[config.mk]
export PLATFORM = sky130hd
export DESIGN_NAME = instr_status_core
export DESIGN_NICKNAME = d
export VERILOG_FILES = /design/src/rtl/stat_pkg.sv /design/src/rtl/stat_edge_filter.sv /design/src/rtl/stat_sticky.sv /design/src/rtl/stat_summary.sv /design/src/rtl/instr_status_core.sv
export SDC_FILE = /design/constraint.sdc
export NUM_CORES = 1
export LEC_CHECK = 0
export BUFFER_PORTS_ARGS = -buffer_cell sky130_fd_sc_hd__buf_4
export CORE_MARGIN = 2
export CORE_UTILIZATION = 40
export DETAILED_ROUTE_END_ITERATION = 8
export PLACE_DENSITY = 0.62
export SYNTH_ARGS = -nofsm -noshare
export SYNTH_HDL_FRONTEND = slang
export SYNTH_SLANG_ARGS = --single-unit
[constraint.sdc]
create_clock -name clk -period 3.02 [get_ports clk]
set_clock_uncertainty 0.2 [all_clocks]
set_input_delay 0.604 -clock clk [delete_from_list [all_inputs] [get_ports clk]]
set_output_delay 0.604 -clock clk [all_outputs]
set_load 0.03 [all_outputs]
[src/rtl/stat_pkg.sv]
package stat_pkg;
  localparam int DW = 8;
  localparam int QW = 6;
  localparam int AW = 3;

  localparam int QSUM_BIT = 3;
  localparam int MAV_BIT  = 4;
  localparam int ESB_BIT  = 5;

  localparam int OPC_BIT = 0;
  localparam int QYE_BIT = 2;
  localparam int DDE_BIT = 3;

  typedef enum logic [AW-1:0] {
    A_COND  = 3'd0,
    A_PFILT = 3'd1,
    A_NFILT = 3'd2,
    A_QEVT  = 3'd3,
    A_QMASK = 3'd4,
    A_SEVT  = 3'd5,
    A_SMASK = 3'd6,
    A_SBYTE = 3'd7
  } reg_addr_e;
endpackage

[src/rtl/stat_edge_filter.sv]
module stat_edge_filter #(
  parameter int W = 6
) (
  input  logic         clk,
  input  logic         rst,
  input  logic [W-1:0] lvl_i,
  input  logic [W-1:0] rise_en_i,
  input  logic [W-1:0] fall_en_i,
  output logic [W-1:0] prev_o,
  output logic [W-1:0] hit_o
);
  logic [W-1:0] prev_q;

  always_ff @(posedge clk) begin
    if (rst) prev_q <= '0;
    else     prev_q <= lvl_i;
  end

  for (genvar i = 0; i < W; i++) begin : g_bit
    always_comb begin
      hit_o[i] = (rise_en_i[i] &  lvl_i[i] & ~prev_q[i]) |
                 (fall_en_i[i] & ~lvl_i[i] &  prev_q[i]);
    end
  end

  assign prev_o = prev_q;
endmodule

[src/rtl/stat_sticky.sv]
module stat_sticky #(
  parameter int W = 8
) (
  input  logic         clk,
  input  logic         rst,
  input  logic [W-1:0] set_i,
  input  logic         clr_i,
  output logic [W-1:0] q_o
);
  logic [W-1:0] q;

  always_ff @(posedge clk) begin
    if (rst) q <= '0;
    else     q <= (clr_i ? '0 : q) | set_i;
  end

  assign q_o = q;

  assert_hold_R5: assert property (@(posedge clk) disable iff (rst)
    !clr_i |=> ((q_o & $past(q_o)) == $past(q_o)));

  assert_clear_R5: assert property (@(posedge clk) disable iff (rst)
    (clr_i && (set_i == '0)) |=> (q_o == '0));

  assert_keep_new_R6: assert property (@(posedge clk) disable iff (rst)
    (|set_i) |=> ((q_o & $past(set_i)) == $past(set_i)));
endmodule

[src/rtl/stat_summary.sv]
module stat_summary
  import stat_pkg::*;
(
  input  logic [QW-1:0] qev_i,
  input  logic [QW-1:0] qmask_i,
  input  logic [DW-1:0] sev_i,
  input  logic [DW-1:0] smask_i,
  input  logic          oq_i,
  output logic [DW-1:0] sb_o
);
  always_comb begin
    sb_o           = '0;
    sb_o[QSUM_BIT] = |(qev_i & qmask_i);
    sb_o[MAV_BIT]  = oq_i;
    sb_o[ESB_BIT]  = |(sev_i & smask_i);
  end
endmodule

[src/rtl/instr_status_core.sv]
module instr_status_core
  import stat_pkg::*;
(
  input  logic          clk,
  input  logic          rst,
  input  logic          wr_en,
  input  logic          rd_en,
  input  logic [AW-1:0] addr,
  input  logic [DW-1:0] wr_data,
  output logic [DW-1:0] rd_data,
  input  logic [QW-1:0] fault_lvl,
  input  logic          oq_avail,
  input  logic          opc_pulse,
  input  logic          qye_pulse,
  input  logic          dde_pulse,
  output logic [DW-1:0] status_byte
);
  localparam logic [DW-1:0] QPAD = '0;

  reg_addr_e     a;
  logic [QW-1:0] pfilt, nfilt, qmask;
  logic [DW-1:0] smask;
  logic [QW-1:0] qhit, prev, qev;
  logic [DW-1:0] sset, sev;
  logic          qclr, sclr;
  logic [DW-1:0] rd_mux;

  assign a    = reg_addr_e'(addr);
  assign qclr = rd_en && (a == A_QEVT);
  assign sclr = rd_en && (a == A_SEVT);

  always_ff @(posedge clk) begin
    if (rst) begin
      pfilt <= '1;
      nfilt <= '0;
      qmask <= '0;
      smask <= '0;
    end else if (wr_en) begin
      case (a)
        A_PFILT: pfilt <= wr_data[QW-1:0];
        A_NFILT: nfilt <= wr_data[QW-1:0];
        A_QMASK: qmask <= wr_data[QW-1:0];
        A_SMASK: smask <= wr_data;
        default: ;
      endcase
    end
  end

  stat_edge_filter #(.W(QW)) u_edge (
    .clk(clk), .rst(rst), .lvl_i(fault_lvl),
    .rise_en_i(pfilt), .fall_en_i(nfilt),
    .prev_o(prev), .hit_o(qhit)
  );

  stat_sticky #(.W(QW)) u_qev (
    .clk(clk), .rst(rst), .set_i(qhit), .clr_i(qclr), .q_o(qev)
  );

  always_comb begin
    sset          = '0;
    sset[OPC_BIT] = opc_pulse;
    sset[QYE_BIT] = qye_pulse;
    sset[DDE_BIT] = dde_pulse;
  end

  stat_sticky #(.W(DW)) u_sev (
    .clk(clk), .rst(rst), .set_i(sset), .clr_i(sclr), .q_o(sev)
  );

  stat_summary u_sum (
    .qev_i(qev), .qmask_i(qmask), .sev_i(sev), .smask_i(smask),
    .oq_i(oq_avail), .sb_o(status_byte)
  );

  always_comb begin
    rd_mux = QPAD;
    case (a)
      A_COND:  rd_mux[QW-1:0] = fault_lvl;
      A_PFILT: rd_mux[QW-1:0] = pfilt;
      A_NFILT: rd_mux[QW-1:0] = nfilt;
      A_QEVT:  rd_mux[QW-1:0] = qev;
      A_QMASK: rd_mux[QW-1:0] = qmask;
      A_SEVT:  rd_mux         = sev;
      A_SMASK: rd_mux         = smask;
      A_SBYTE: rd_mux         = status_byte;
      default: rd_mux         = QPAD;
    endcase
  end

  always_ff @(posedge clk) begin
    if (rst)        rd_data <= '0;
    else if (rd_en) rd_data <= rd_mux;
  end

  for (genvar i = 0; i < QW; i++) begin : g_chk
    assert_rise_R3: assert property (@(posedge clk) disable iff (rst)
      (fault_lvl[i] && !prev[i] && pfilt[i]) |=> qev[i]);
    assert_fall_R4: assert property (@(posedge clk) disable iff (rst)
      (!fault_lvl[i] && prev[i] && nfilt[i]) |=> qev[i]);
  end

  assert_qsum_R7: assert property (@(posedge clk) disable iff (rst)
    status_byte[QSUM_BIT] == |(qev & qmask));

  assert_opc_R9: assert property (@(posedge clk) disable iff (rst)
    opc_pulse |=> sev[OPC_BIT]);

  assert_pad_R11: assert property (@(posedge clk) disable iff (rst)
    (status_byte[7:6] == 2'b00) && (status_byte[2:0] == 3'b000));
endmodule

### Word level (Yosys, flattened, before mapping)

Index checks and enable logic that the tools add are counted.

* eq/ne operators: 7
* multiplexer cells: 4
* bitwise operators: 46
* reduce and logical (&&, ||, !) cells: 9

Operators by type and width (count)
* $pmux W6 S8: 1
* $and A1 B1 Y1: 24
* $eq A3 B3 Y1 const B: 4
* $not A1 Y1: 12
* $and A8 B8 Y8: 1
* $mux W8: 1
* $or A8 B4 Y8: 1
* $reduce_and A2 Y1: 4
* $reduce_or A8 Y1: 1
* $and A6 B6 Y6: 1
* $eq A3 B2 Y1 const B: 2
* $mux W6: 1
* $or A1 B1 Y1: 6
* $or A6 B6 Y6: 1
* $reduce_or A6 Y1: 1
* $pmux W2 S2: 1
* $eq A3 B1 Y1 const B: 1
* $logic_not A3 Y1: 1
* $logic_and A1 B1 Y1: 2

* register bits: 54
* input bits: 25
* output and inout bits: 16
* word-level logic and storage cells: 74

### Logic depth before layout (Yosys ltp)

* word-level depth: 5
* depth in mapped cells: 6
* mapped depth without buffers: 4

### Hierarchy

From an unflattened synthesis, not the netlist that was laid out.

* cell total of the unflattened synthesis: 308
* area total of the unflattened synthesis: 2617.5 um^2

Modules (own cells, without submodules)
* instr_status_core: times used 1, cells each 205, area each 1750.4 um^2, seq. area each 680.7 um^2
* stat_sticky (u_sev): times used 1, cells each 33, area each 304.0 um^2, seq. area each 160.2 um^2
* stat_edge_filter: times used 1, cells each 30, area each 240.2 um^2, seq. area each 120.1 um^2
* stat_sticky (u_qev): times used 1, cells each 24, area each 210.2 um^2, seq. area each 120.1 um^2
* stat_summary: times used 1, cells each 16, area each 112.6 um^2, seq. area each 0.0 um^2

### Worst setup path before layout

OpenSTA, ideal clock, no wires.

* path type: input port to flip-flop
* start point: in addr[0]
* end point: reg rd_data[5]
* library setup time: 0.141 ns
* arrival time: 1.484 ns
* data required time: 2.679 ns
* path slack: 1.194 ns
* stages on the path: 5
* path buffers: 1
* cell sequence: buf_4 > and2b_4 > a32o_1 > a2111oi_2 > a2111oi_2

* word-level cells in the longest chain between the ends: 2
* elaborated cells on any way between the ends: 9
* those cells by class: 7 x eq/ne; 1 x mux; 1 x reduce/logical

RTL lines
* start, declared: line instr_status_core.sv:8 `input logic [AW-1:0] addr,`
* $eq A3 B3 Y1, or another cell as far along: line instr_status_core.sv:77 `case (a)`
* $pmux W6 S8 *: line instr_status_core.sv:77
* end signal, assigned: line instr_status_core.sv:92 `else if (rd_en) rd_data <= rd_mux;`
* end, declared: line instr_status_core.sv:10 `output logic [DW-1:0] rd_data,`

Every way passes the cells marked *; elsewhere a longest branch is shown, timed or not.
A chain may end at the register's enable or synchronous reset.

### Worst setup path after layout

* start point: reg u_sev.q[3], in the netlist u_sev.q_o[3]
* end point: out status_byte[5]

* word-level cells in the longest chain between the ends: 2

RTL lines
* start, declared: line stat_sticky.sv:10 `logic [W-1:0] q;`
* start signal, assigned: line stat_sticky.sv:14 `else q <= (clr_i ? '0 : q) | set_i;`
* $and A8 B8 Y8: line stat_summary.sv:15 `sb_o[ESB_BIT] = |(sev_i & smask_i);`
* $reduce_or A8 Y1: line stat_summary.sv:15
* end, declared: line instr_status_core.sv:16 `output logic [DW-1:0] status_byte`

No other way between the ends.

==> flow_summary.yaml <==
outcome:
  status: "complete, no violations"
sta:
  max_freq_mhz: 468
  worst_pin_slew_ps: 513
  rsz0062_at_grt: "no"
  finalHoldViolCount: 0
  maxSlewViolCount: 0
  fin_crit_sh_pct: 70.7
  relSlewSlack_pct: 65.8
  period_needed_ps: 2140
  setup_tns_ps: 0
  setup_viol: 0
route:
  dr_total_vias: 1968
  wl_per_cell_um: 15.5
  viasPerCell: 5.26
  wl_um: 5800
  firstDrtPassIters: 4
  drc: 0
  drtIter0Drc: 137
  postRouteAntennaNets: 0
yosys:
  netlist_area_sq_mm: 0.00236
  yosysSeqAreaShare_pct: 41.6
  synthCells: 276
  synthArstFlopShare_pct: 0
  synth-edff-count: 0
  yosys.area.top_type: "dfxtp_1"
  avgSynthCellArea_sq_um: 8.54
  ys.flop_type: "dfxtp_1"
  synth_cell_types: 45
  yosysTopAreaCellShare_pct: 41.6
  synthTopCellsByArea: "dfxtp_1, a21oi_1, mux2i_1"
  ys_ff_latch: 49
  synth_warnings: 0
pwr:
  p_per_area_mw_per_mm2: 476
  combPwrFrac_pct: 14.3
  switching_power_uw: 357
  intPower_uw: 913
  p_seq_share_pct: 54.7
  peakVddDrop_uv: 275
  p_sw_share_pct: 28.1
  clockPowerShare_pct: 31.0
  p_leak_nw: 1.06
clocking:
  cts_num_sinks: 49
  post-cts-setup-buffers: 0
  htree_levels: 2
  cts-root-buf: "clkbuf_8"
  cts_made_buffers: 5
  insertion_delay_ps: 300
  hold_buffers: 0
  post_cts_resized: 0
  clk_pin_slew_ps: 90
  cts_buffer_depth: 2
  cts_tree: "done"
floorplan:
  placementRows: 27
  io_pins: 41
  dieArea_sq_mm: 0.00652
  die_y_um: 80.8
  chipWidth_um: 80.8
  core_sq_mm: 0.00561
  start_util_pct: 42.0
setup_path:
  ff2ff_setup_slack_ps: 1330
  cp-start-kind: "register"
  crit_type: "register to output pin"
  required_ps: 2220
  startpoint: "u_sev.q_o[3]"
  endpoint: "status_byte[5]"
  cp-end-kind: "output pin"
  arrival_ps: 1330
  reg2reg_to: "rd_data[5]"
  r2r_start: "u_sev.q_o[3]"
  ff2ff_path_depth: 4
  worstPathMaxFanout: 3
grt:
  grt_pass1_wl_um: 9490
  first_global_vias: 1865
  grt_overflow: 0
  grt_max_degree: 50
  antenna_found_initial: 0
  grt_usage_pct: 19.1
layout:
  drive_gt1_share_pct: 17.5
  nNetsFinal: 326
  synthToLayoutAreaGrowth_pct: 13.3
  antenna_cells: 0
  utilization_pct: 47.6
placed_design:
  gp_congestion: 0.828
  port_buffers: 35
  hpwl_um: 4200
run:
  maxCapViolCount: 0
hold_path:
  hp-class: "register to register"
[power groups by stage]
stage                     Combinational (mW)  Clock [mW]  Sequential [mW]
final                                  0.181       0.394            0.694
after global routing                   0.200       0.432            0.699
after CTS                              0.182       0.405            0.694
after detailed placement               0.182           0            0.709
after global placement                 0.180           0            0.709
after floorplan                        0.122           0            0.712
[logic make-up (layout without fill, tap and decap cells)]
logic type	after synthesis	count (layout)	synth area share [%]
other cells	1	5	0.159
simple gates	108	108	23.8
mux	16	16	6.90
compound gates	68	68	19.0
buf+inv	34	56	8.55
flops	49	49	41.6
[cells in the mapped netlist (3+ instances only)]
| master | number |
|---|---|
| dfxtp_1 | 49 |
| nor2_1 | 35 |
| nand2_1 | 31 |
| a21oi_1 | 29 |
| mux2i_1 | 14 |
| nand3b_1 | 13 |
| inv_1 | 11 |
| nor2b_1 | 9 |
| o21ai_0 | 9 |
| buf_4 | 8 |
| a211o_1 | 6 |
| buf_2 | 5 |
| clkbuf_1 | 5 |
| a22oi_1 | 4 |
| nand3_1 | 4 |
| nand2b_1 | 3 |
| nor3b_1 | 3 |
| o31ai_1 | 3 |
[worst max-delay path, stage by stage (launching register included)]
cell,delay (ps)
dfxtp_1,340
a222oi_1,410
inv_1,90
buf_4,180
[per-stage QoR]
step	power, mW	std cells	hold WS, ps	area, sq um	worst slack [ps]
floorplan	0.834	280	233	2370	1190
global placement	0.889	366	237	2580	868
detailed placement	0.891	366	243	2580	816
CTS	1.28	374	258	2670	879
global route	1.33	374	285	2670	786
finish	1.27	374	252	2670	884
[placed cells by master, fill, tap and decap left out, types with 6 or more instances in the layout]
cell and count:
dfxtp_1 49, buf_4 37, nor2_1 35, nand2_1 31, a21oi_1 29, mux2i_1 14, nand3b_1 13, inv_1 11
nor2b_1 9, o21ai_0 9, a211o_1 6
[sequential cells by signal (all words and copies together), names as in the netlist]
register       flops
smask              8
u_qev.q_o          6
pfilt              6
u_edge.prev_o      6
nfilt              6
u_sev.q_o          3
qmask              6
rd_data            8
[metal layers]
metal / share of wire, % / vias up / global-route usage, %
met5: 0 / - / 0
met4: 1.1 / 0 / 5.42
met3: 4.5 / 7 / 3.11
met2: 46 / 48 / 30.3
met1: 49 / 915 / 26.9
li1: - / 998 / -
[final cells by class]
cell class                      count  area [sq um]
Sequential cell                    49           981
Clock buffer                        5          68.8
Timing Repair Buffer               37           278
Inverter                           11          41.3
Fill cell                         586          2940
Tap cell                           72          90.1
Multi-Input combinational cell    197          1190
Clock inverter                      3          21.3
[worst min path at each step]
stage | start | endpoint | slack [ps] | cells after the start
detailed placement | rd_data[4] | rd_data[4] | 240 | 2
CTS | rd_data[4] | rd_data[4] | 260 | 2
global route | smask[5] | smask[5] | 290 | 2
global placement | rd_data[4] | rd_data[4] | 240 | 2
finish | rd_data[4] | rd_data[4] | 250 | 2
floorplan | smask[5] | smask[5] | 230 | 2
Note: power is estimated with default switching activity, not from simulation.
